==> src/rtl/wpc_pkg.sv <==
package wpc_pkg;

    typedef enum logic [1:0] {
        SH_NORMAL = 2'd0,
        SH_EARLY  = 2'd1,
        SH_LATE   = 2'd2
    } shift_t;

    typedef struct packed {
        logic   bit_val;
        shift_t tag;
    } stage_t;

    function automatic shift_t decode_shift(input logic [1:0] code, input logic en);
        shift_t s;
        s = SH_NORMAL;
        if (en) begin
            unique case (code)
                2'b01:   s = SH_LATE;
                2'b10:   s = SH_EARLY;
                default: s = SH_NORMAL;
            endcase
        end
        return s;
    endfunction

endpackage

==> src/rtl/wpc_capture_fsm.sv <==
module wpc_capture_fsm
    import wpc_pkg::*;
(
    input  logic       clk,
    input  logic       rst_n,
    input  logic       wr_data_in,
    input  logic [1:0] pc_code,
    input  logic       pc_enable,
    output shift_t     tag_now
);

    typedef enum logic {
        ST_IDLE  = 1'b0,
        ST_PULSE = 1'b1
    } cap_state_t;

    cap_state_t state_q, state_d;
    shift_t     held_q;
    shift_t     fresh;

    assign fresh = decode_shift(pc_code, pc_enable);

    always_comb begin
        state_d = state_q;
        unique case (state_q)
            ST_IDLE:  if (wr_data_in)  state_d = ST_PULSE;
            ST_PULSE: if (!wr_data_in) state_d = ST_IDLE;
            default:  state_d = ST_IDLE;
        endcase
    end

    always_ff @(posedge clk or negedge rst_n) begin
        if (!rst_n) begin
            state_q <= ST_IDLE;
            held_q  <= SH_NORMAL;
        end else begin
            state_q <= state_d;
            if (state_q == ST_IDLE && wr_data_in)
                held_q <= fresh;
        end
    end

    // Tag for the bit being sampled at this edge
    always_comb begin
        unique case (state_q)
            ST_IDLE:  tag_now = fresh;
            ST_PULSE: tag_now = held_q;
            default:  tag_now = SH_NORMAL;
        endcase
    end

    // shift held stable while the pulse continues
    a_r7_hold_mid_pulse: assert property (@(posedge clk) disable iff (!rst_n)
        (state_q == ST_PULSE && wr_data_in) |=> (held_q == $past(held_q)));

    // disabled precompensation latches nominal
    a_r6_disabled_nominal: assert property (@(posedge clk) disable iff (!rst_n)
        (state_q == ST_IDLE && wr_data_in && !pc_enable) |=> (held_q == SH_NORMAL));

    // code 11 latches nominal
    a_r5_code11_nominal: assert property (@(posedge clk) disable iff (!rst_n)
        (state_q == ST_IDLE && wr_data_in && pc_code == 2'b11) |=> (held_q == SH_NORMAL));

endmodule

==> src/rtl/wpc_delay_line.sv <==
module wpc_delay_line
    import wpc_pkg::*;
#(
    parameter int DEPTH = 5
) (
    input  logic   clk,
    input  logic   rst_n,
    input  stage_t stage_in,
    output stage_t taps [DEPTH]
);

    stage_t sr_q [DEPTH];

    always_ff @(posedge clk or negedge rst_n) begin
        if (!rst_n) sr_q[0] <= '0;
        else        sr_q[0] <= stage_in;
    end

    for (genvar i = 1; i < DEPTH; i++) begin : g_stage
        always_ff @(posedge clk or negedge rst_n) begin
            if (!rst_n) sr_q[i] <= '0;
            else        sr_q[i] <= sr_q[i-1];
        end
    end

    for (genvar k = 0; k < DEPTH; k++) begin : g_tap
        assign taps[k] = sr_q[k];
    end

endmodule

==> src/rtl/wpc_delay_select.sv <==
module wpc_delay_select
    import wpc_pkg::*;
#(
    parameter int TAP_EARLY = 2
) (
    input  logic       clk,
    input  logic       rst_n,
    input  logic       wr_data_in,
    input  logic [1:0] pc_code,
    input  logic       pc_enable,
    output logic       wr_data_out
);

    localparam int TAP_NORM  = TAP_EARLY + 1;
    localparam int TAP_LATE  = TAP_EARLY + 2;
    localparam int DEPTH     = TAP_LATE + 1;
    localparam int QUIET_LIM = TAP_LATE + 2;
    localparam int QW        = $clog2(QUIET_LIM + 1);

    shift_t tag_now;
    stage_t stage_in;
    stage_t taps [DEPTH];
    logic   hit_early, hit_norm, hit_late;

    wpc_capture_fsm u_cap (
        .clk        (clk),
        .rst_n      (rst_n),
        .wr_data_in (wr_data_in),
        .pc_code    (pc_code),
        .pc_enable  (pc_enable),
        .tag_now    (tag_now)
    );

    assign stage_in = '{bit_val: wr_data_in, tag: tag_now};

    wpc_delay_line #(.DEPTH(DEPTH)) u_line (
        .clk      (clk),
        .rst_n    (rst_n),
        .stage_in (stage_in),
        .taps     (taps)
    );

    // Tap multiplexer: each bit leaves only through the tap of its own shift
    always_comb begin
        hit_early = taps[TAP_EARLY].bit_val && (taps[TAP_EARLY].tag == SH_EARLY);
        hit_norm  = taps[TAP_NORM].bit_val  && (taps[TAP_NORM].tag  == SH_NORMAL);
        hit_late  = taps[TAP_LATE].bit_val  && (taps[TAP_LATE].tag  == SH_LATE);
        wr_data_out = hit_early | hit_norm | hit_late;
    end

    // Quiet-window counter for R9
    logic [QW-1:0] quiet_q;
    always_ff @(posedge clk or negedge rst_n) begin
        if (!rst_n)                 quiet_q <= QW'(QUIET_LIM);
        else if (wr_data_in)        quiet_q <= '0;
        else if (quiet_q < QW'(QUIET_LIM)) quiet_q <= quiet_q + 1'b1;
    end

    // no output once the input has been quiet long enough
    a_r9_quiet_output: assert property (@(posedge clk) disable iff (!rst_n)
        (quiet_q >= QW'(QUIET_LIM - 1)) |-> !wr_data_out);

    // a stage at the late tap with late tag must drive the output
    a_r8_late_emitted: assert property (@(posedge clk) disable iff (!rst_n)
        (taps[TAP_LATE].bit_val && taps[TAP_LATE].tag == SH_LATE) |-> wr_data_out);

endmodule

==> config.mk <==
export PLATFORM = sky130hd
export DESIGN_NAME = wpc_delay_select
export DESIGN_NICKNAME = d
export VERILOG_FILES = /design/src/rtl/wpc_pkg.sv /design/src/rtl/wpc_capture_fsm.sv /design/src/rtl/wpc_delay_line.sv /design/src/rtl/wpc_delay_select.sv
export SDC_FILE = /design/constraint.sdc
export NUM_CORES = 1
export LEC_CHECK = 0
export ABC_CLOCK_PERIOD_IN_PS = 1400
export BUFFER_PORTS_ARGS = -buffer_cell sky130_fd_sc_hd__buf_2
export CORE_MARGIN = 2
export CORE_UTILIZATION = 35
export DETAILED_ROUTE_END_ITERATION = 16
export GPL_ROUTABILITY_DRIVEN = 0
export SYNTH_ARGS = -nofsm -noshare
export SYNTH_HDL_FRONTEND = slang
export SYNTH_HIERARCHICAL = 1
export SYNTH_SLANG_ARGS = --single-unit
export TNS_END_PERCENT = 30
==> constraint.sdc <==
create_clock -name clk -period 1.4 [get_ports clk]
set_clock_uncertainty 0.2 [all_clocks]
set_input_delay 0.21 -clock clk [delete_from_list [all_inputs] [get_ports clk]]
set_output_delay 0.21 -clock clk [all_outputs]
set_load 0.005 [all_outputs]
After elaboration in Yosys (flattened, before gate mapping)
Index checks and enable logic that the tools add are counted.
{ "totals": {"output_inout_bits": 1, "input_bits": 6, "wordCells": 28, "regBits": 18} }
{ "op_classes": {"n_mux": 4, "n_eq_ne": 4, "bitwise_logic": 3, "n_reduce_logical": 5} }
{ "op_table": {"columns": ["op", "n"], "rows": [
  ["$pmux 2 s2", 2],
  ["$eq 2x1->1 const B", 2],
  ["$eq 2x2->1 const B", 2],
  ["$logic_and 1x1->1", 4],
  ["$logic_not 2->1", 1],
  ["$mux 2", 1],
  ["$or 1x1->1", 2],
  ["$mux 1", 1],
  ["$not 1->1", 1]
]} }

Longest topological paths before layout
Gate-level depths: netlist of the first run.
{ "depth": {"word_depth": 4, "mapped_depth": 2, "depth_no_buf": 2} }

Cells and area by module
The synthesis of the first run kept the hierarchy.
{ "modules_own_cells": {"columns": ["module", "seq_area_each_um2", "area_per_inst_um2", "n_inst", "cells_each"], "rows": [
  ["wpc_delay_line", 375.4, 375.4, 1, 15],
  ["wpc_capture_fsm", 75.1, 148.9, 1, 12],
  ["wpc_delay_select", 0.0, 32.5, 1, 4]
]} }

Worst setup path after synthesis of the first run
OpenSTA, ideal clock, no wires.
{ "synth_timing": {"path_type": "register to output", "start": "register u_line.sr_q (netlist bit u_line/taps[4])", "end": "output port wr_data_out", "setup_slack_ns": 0.187, "n_path_buf": 0, "path_stages_with_launch": 3, "t_required_ns": 0.990, "arrival_ns": 0.803, "cell_sequence": "dfrtp_1 > or3b_1 > o211ai_2"} }
{ "synth_between": {"elab_chain_len": 4} }
{ "synth_lines": {"columns": ["item", "line", "rtl"], "rows": [
  ["from (decl)", "wpc_delay_line.sv:12", "stage_t sr_q [DEPTH];"],
  ["from (signal, indexed assignment)", "wpc_delay_line.sv:22", "else sr_q[i] <= sr_q[i-1];"],
  ["$logic_not 2->1", "wpc_delay_select.sv:46", "hit_norm = taps[TAP_NORM].bit_val && (taps[TAP_NORM].tag == SH_NORMAL);"],
  ["$logic_and 1x1->1", "wpc_delay_select.sv:46", null],
  ["$or 1x1->1 (2 in series)", "wpc_delay_select.sv:48", "wr_data_out = hit_early | hit_norm | hit_late;"],
  ["to (decl)", "wpc_delay_select.sv:11", "output logic wr_data_out"]
]} }
No other way between the ends.

Worst setup path in the final report of the first run
Ends and elaborated chain as after synthesis.

==> results.cfg, run 1 <==
[die]
row_count = 14
die_w_um = 43.9
ios = 7
floorplan.die_area_um2 = 1930
core-area_um2 = 1510
start_util_pct = 37.0
die_y_um = 43.9

[layout]
layout_commonest_cell = dfrtp_1
final_cell_mix = dfrtp_1 (18), buf_2 (6), clkbuf_4 (3)
fin_cells = 59
area_delta_synth_final_pct = 19.1
nets = 50
fin_util_pct = 44.0
drive_gt1_share_pct = 32.6
antennaDiodeCount = 0

[clock_tree]
insertion_delay_ns = 0.28
cts.path.max_buffers = 2
cts_buffers = 3
clk_pin_slew_ns = 0.09
cts_setup_buffers = 0
h-tree-depth = 1
ctsResizeCount = 0
cts_tree = yes
root_buffer = clkbuf_4
cts_sinks = 18

[run_status]
failed_checks = setup timing
run_status = complete, but fails checks

[logic_synthesis]
avgSynthCellArea_um2 = 18.0
syn_nets = 37
synthCells = 31
synthAdderAreaFrac_pct = 0
synth_compound_area_share_pct = 3.15
synth_top_family_by_area = simple AND/OR/NAND/NOR gates
synthDistinctLibCells = 12
ys_seq_elements = 18
ys_seq_area_share_pct = 80.9
synth_xor_area_share_pct = 0
muxShareOfSynthArea_pct = 6.52
yosys.area_share.simple_pct = 8.76
synth_area_um2 = 557
yosysWarningCount = 6

[timing]
slew-limit-headroom_pct = 74.4
hold_slack_ns = 0.0284
hold_viol_final = 0
fin_ws_ns = -0.275
worst_pin_slew_ns = 0.385
fin_crit_ns = 1.67
slew_viol_final = 0
fin_setup_tns_ns = -0.275
fmax_mhz = 597
fin_crit_sh_pct = 120
setup_viol = 1
grt_setup_unrepaired = yes

[worst_setup_path]
crit_path_end_kind = output pin
crit_chain = or3b_1 -> o211ai_2 -> buf_2
cpMaxStageDelayCell = dfrtp_1
critical_path_class = reg2out
cp_max_fo = 2
cpPeakStageDelay_ns = 0.39
worst-endpoint-required_ns = 0.99
critPathBufInv = 1
worst_ep_arrival_time_ns = 1.26
cp_top_family = flip-flops
startpoint_type = flop

[route]
route.detailed.drc = 0
wl_met2_um = 379
ant_nets = 0
wl_met1_um = 289
top_layer_used = met3
via_count = 271
dr.pass1.iters = 1
drtIter0Drc = 0
wl_met3_um = 35
wl_per_cell_um = 11.9
wl_um = 704
via_per_inst = 4.59

[job]
drv_cap = 0

[power]
vdd_drop_max_mv = 0.635
p_per_area_nw_per_um2 = 1390
power_leakage_nw = 0.329

[placement]
port_buffers = 6
dpl.hpwl_um = 513
placed_cells = 53
dpl_worst_slack_ns = 0.0180

[grt]
grt_pass1_wl_um = 1390
grt_max_degree = 19
overflow = 0
antenna_found_initial = 0
grt.total_usage_pct = 10.7
grt_pass1_vias = 331

[hold_path]
hold_path.class = in2reg
==> per-layer routing <==
layer | vias to the layer above | GRT usage [%]
li1 | 127 | -
met1 | 137 | 10.7
met2 | 7 | 18.5
met3 | 0 | 2.50
met4 | 0 | 9.09
met5 | - | 0
==> report_power, final <==
group	internal [mW]	switching [mW]	total (mW)
clock network	0.158	0.144	0.302
registers	0.553	0.0135	0.567
logic	0.0269	0.0239	0.0508
total	0.738	0.181	0.919
==> what timing repair did <==
action                                 in CTS  in global routing
endpoints found under the hold margin      20                  0
pin swaps                                   2                  1
setup endpoints to repair                   1                  1
hold buffers                                2                  0
gates cloned                                0                  0
==> state kept, by name (all words and copies together) (netlist names) <==
register / cells
u_line/taps: 15
u_cap/held_q: 2
u_cap/state_q: 1
==> synth_stat cells <==
cell type	number	share of area (%)
and3b_1	1	1.6
dfrtp_1	18	81
mux2_4	1	2.7
nand2_1	2	1.3
mux2i_1	1	1.8
nand3b_1	2	2.7
mux2_2	1	2.0
or3b_1	1	1.6
inv_1	1	0.67
nor2b_2	1	1.6
o21ai_0	1	0.90
o211ai_2	1	2.2
==> per-stage QoR <==
stage	total power [mW]	instance area (um2)
floorplan	0.597	557
global placement	0.621	607
detailed placement	0.626	607
CTS	0.937	663
global route	0.975	663
finish	0.919	663
==> cell families after synthesis <==
logic type | count (synthesis)
and+or+nand+nor | 7
muxes | 3
DFF | 18
AOI/OAI and AO/OA | 2
buffers and inverters | 1
==> worst paths after layout <==
kind / startpoint / to / slack [ns] / cells past startpoint
setup / recovery: u_line/taps[4] / wr_data_out / -0.27 / 3
hold / removal: pc_enable / u_cap/held_q[1] / 0.03 / 3
setup reg to reg: u_cap/state_q / u_cap/held_q[0] / 0.16 / 2
hold reg to reg: u_line/taps[9] / u_line/taps[6] / 0.15 / 0
max in group asynchronous: rst_n / u_line/taps[13] / 0.55 / 2
min in group asynchronous: rst_n / u_line/taps[11] / 0.17 / 2
==> final cells by class <==
| type | instances | area [um2] |
|---|---|---|
| Sequential cell | 18 | 450 |
| Timing Repair Buffer | 8 | 50.0 |
| Tap cell | 16 | 20.0 |
| Inverter | 1 | 3.75 |
| Fill cell | 140 | 843 |
| Clock buffer | 4 | 36.3 |
| Multi-Input combinational cell | 12 | 103 |
==> worst min-delay path: stages <==
cell and delay (ns):
buf_2 0.10, nand3b_1 0.09, mux2i_1 0.07
Note: power is estimated with default switching activity, not from simulation.
==> run 2, diff against run 1 <==
--- a/config.mk
+++ b/config.mk
@@ -7,7 +7,6 @@
 export LEC_CHECK = 0
 export ABC_CLOCK_PERIOD_IN_PS = 1400
 export BUFFER_PORTS_ARGS = -buffer_cell sky130_fd_sc_hd__buf_2
-export CORE_MARGIN = 2
 export CORE_UTILIZATION = 35
 export DETAILED_ROUTE_END_ITERATION = 16
 export GPL_ROUTABILITY_DRIVEN = 0
==> run 2 against run 1 <==
Compared with the run above: sequential share of layout area unchanged; core utilization up 0.52 points; clock-buffer cell count is the same; fmax grew 1.3%; die area fell by 8.9%; the run still ends with setup timing left; setup slack better by 0.022 ns; combinational power down 2%; via count is the same; sequential cell count is the same; final cell count is the same.
==> results.cfg, run 2 (same netlist as run 1, synthesis figures left out) <==
[run_status]
run_status = complete, but fails checks
failed_checks = setup timing

[hold_path]
hold_path.class = in2reg

[worst_setup_path]
reg2reg_from = u_cap/state_q
startpoint_type = flop
crit_start = u_line/taps[3]
worst-r2r-cell-count = 2
cp_max_fo = 2
rrSetupSlack_ns = 0.16
critical_path_class = reg2out
worst-endpoint-required_ns = 0.99
crit_path_end_kind = output pin
crit_end = wr_data_out
r2r_end = u_cap/held_q[0]
worst_ep_arrival_time_ns = 1.24

[die]
core-area_um2 = 1490
row_count = 14
start_util_pct = 37.4
die_y_um = 41.9
die_w_um = 41.9
ios = 7
floorplan.die_area_um2 = 1750

[route]
route.detailed.drc = 0
via_count = 271
ant_nets = 0
dr.pass1.iters = 2
drtIter0Drc = 8
via_per_inst = 4.59
wl_per_cell_um = 11.9
wl_um = 704

[clock_tree]
root_buffer = clkbuf_4
cts.path.max_buffers = 2
clk_pin_slew_ns = 0.09
h-tree-depth = 1
insertion_delay_ns = 0.28
cts_tree = yes
cts_sinks = 18
cts_buffers = 3

[timing]
fin_crit_ns = 1.65
hold_viol_final = 0
fin_crit_sh_pct = 118
hold_slack_ns = 0.0271
worst_pin_slew_ns = 0.380
fin_setup_tns_ns = -0.253
slew-limit-headroom_pct = 74.7
fin_ws_ns = -0.253
slew_viol_final = 0
setup_viol = 1
fmax_mhz = 605
grt_setup_unrepaired = yes

[layout]
area_delta_synth_final_pct = 19.1
drive_gt1_share_pct = 32.6
register_area_um2 = 450
largest_reg_flops = 15
nets = 50
layout_commonest_cell = dfrtp_1
final_cell_mix = dfrtp_1 (18), buf_2 (6), clkbuf_4 (3)
multi_input_comb_area_um2 = 103
antennaDiodeCount = 0
fillCellCount = 128
fin_area_um2 = 663
fin_cells = 59
fin_util_pct = 44.5

[placement]
dpl_worst_slack_ns = 0.0364
placed_cells = 53
dpl.hpwl_um = 500
placed_area_um2 = 607
port_buffers = 6

[grt]
grtUsageMet2_pct = 16.3
overflow = 0
grt.total_usage_pct = 10.7
grt_pass1_wl_um = 1280
grt_pass1_vias = 296
grt_max_degree = 19
antenna_found_initial = 0
busiest_layer = met2
grt_use_met3_pct = 3.91
grtUsageMet1_pct = 11.5

[power]
power_leakage_nw = 0.329
vdd_drop_max_mv = 0.610
fin_total_pwr_mw = 0.921
p_per_area_nw_per_um2 = 1390

[job]
drv_cap = 0
run 2: routing by layer:
metal	vias up	wire [um]
met2	7	359
li1	125	-
met4	0	0
met1	139	310
met5	-	0
met3	0	34
run 2: worst min path at each step:
stage                from         endpoint  slack, ns  cells past startpoint
6_report       pc_code[0]  u_cap/held_q[1]       0.03                      3
3_3_place_gp        rst_n  u_cap/held_q[1]      -0.06                      1
5_1_grt        pc_code[0]  u_cap/held_q[1]       0.03                      3
2_1_floorplan       rst_n  u_cap/held_q[0]      -0.29                      0
3_5_place_dp        rst_n  u_cap/held_q[1]      -0.05                      1
4_1_cts        pc_code[0]  u_cap/held_q[1]       0.01                      3
run 2: layout make-up:
type,count,area share (%)
flip-flops and latches,18,67.9
multi-input cells,12,15.5
repair buffers,8,7.55
clock buffers,4,5.47
well taps,16,3.02
inverters,1,0.566
run 2: what timing repair did:
item                                    in CTS  in global routing
setup buffers                                0                  0
hold buffers                                 2                  0
resized for setup                            0                  0
pin swaps                                    2                  0
endpoints found under the setup margin       1                  1
endpoints found under the hold margin       20                  0
run 2: critical path: stages, from the launching register on:
cell and delay (ns):
dfrtp_1 0.38, or3b_1 0.39, o211ai_2 0.07, buf_2 0.13
run 2: where the power goes:
group,switching [mW],internal [mW]
logic,0.0230,0.0269
clock network,0.146,0.158
registers,0.0143,0.553
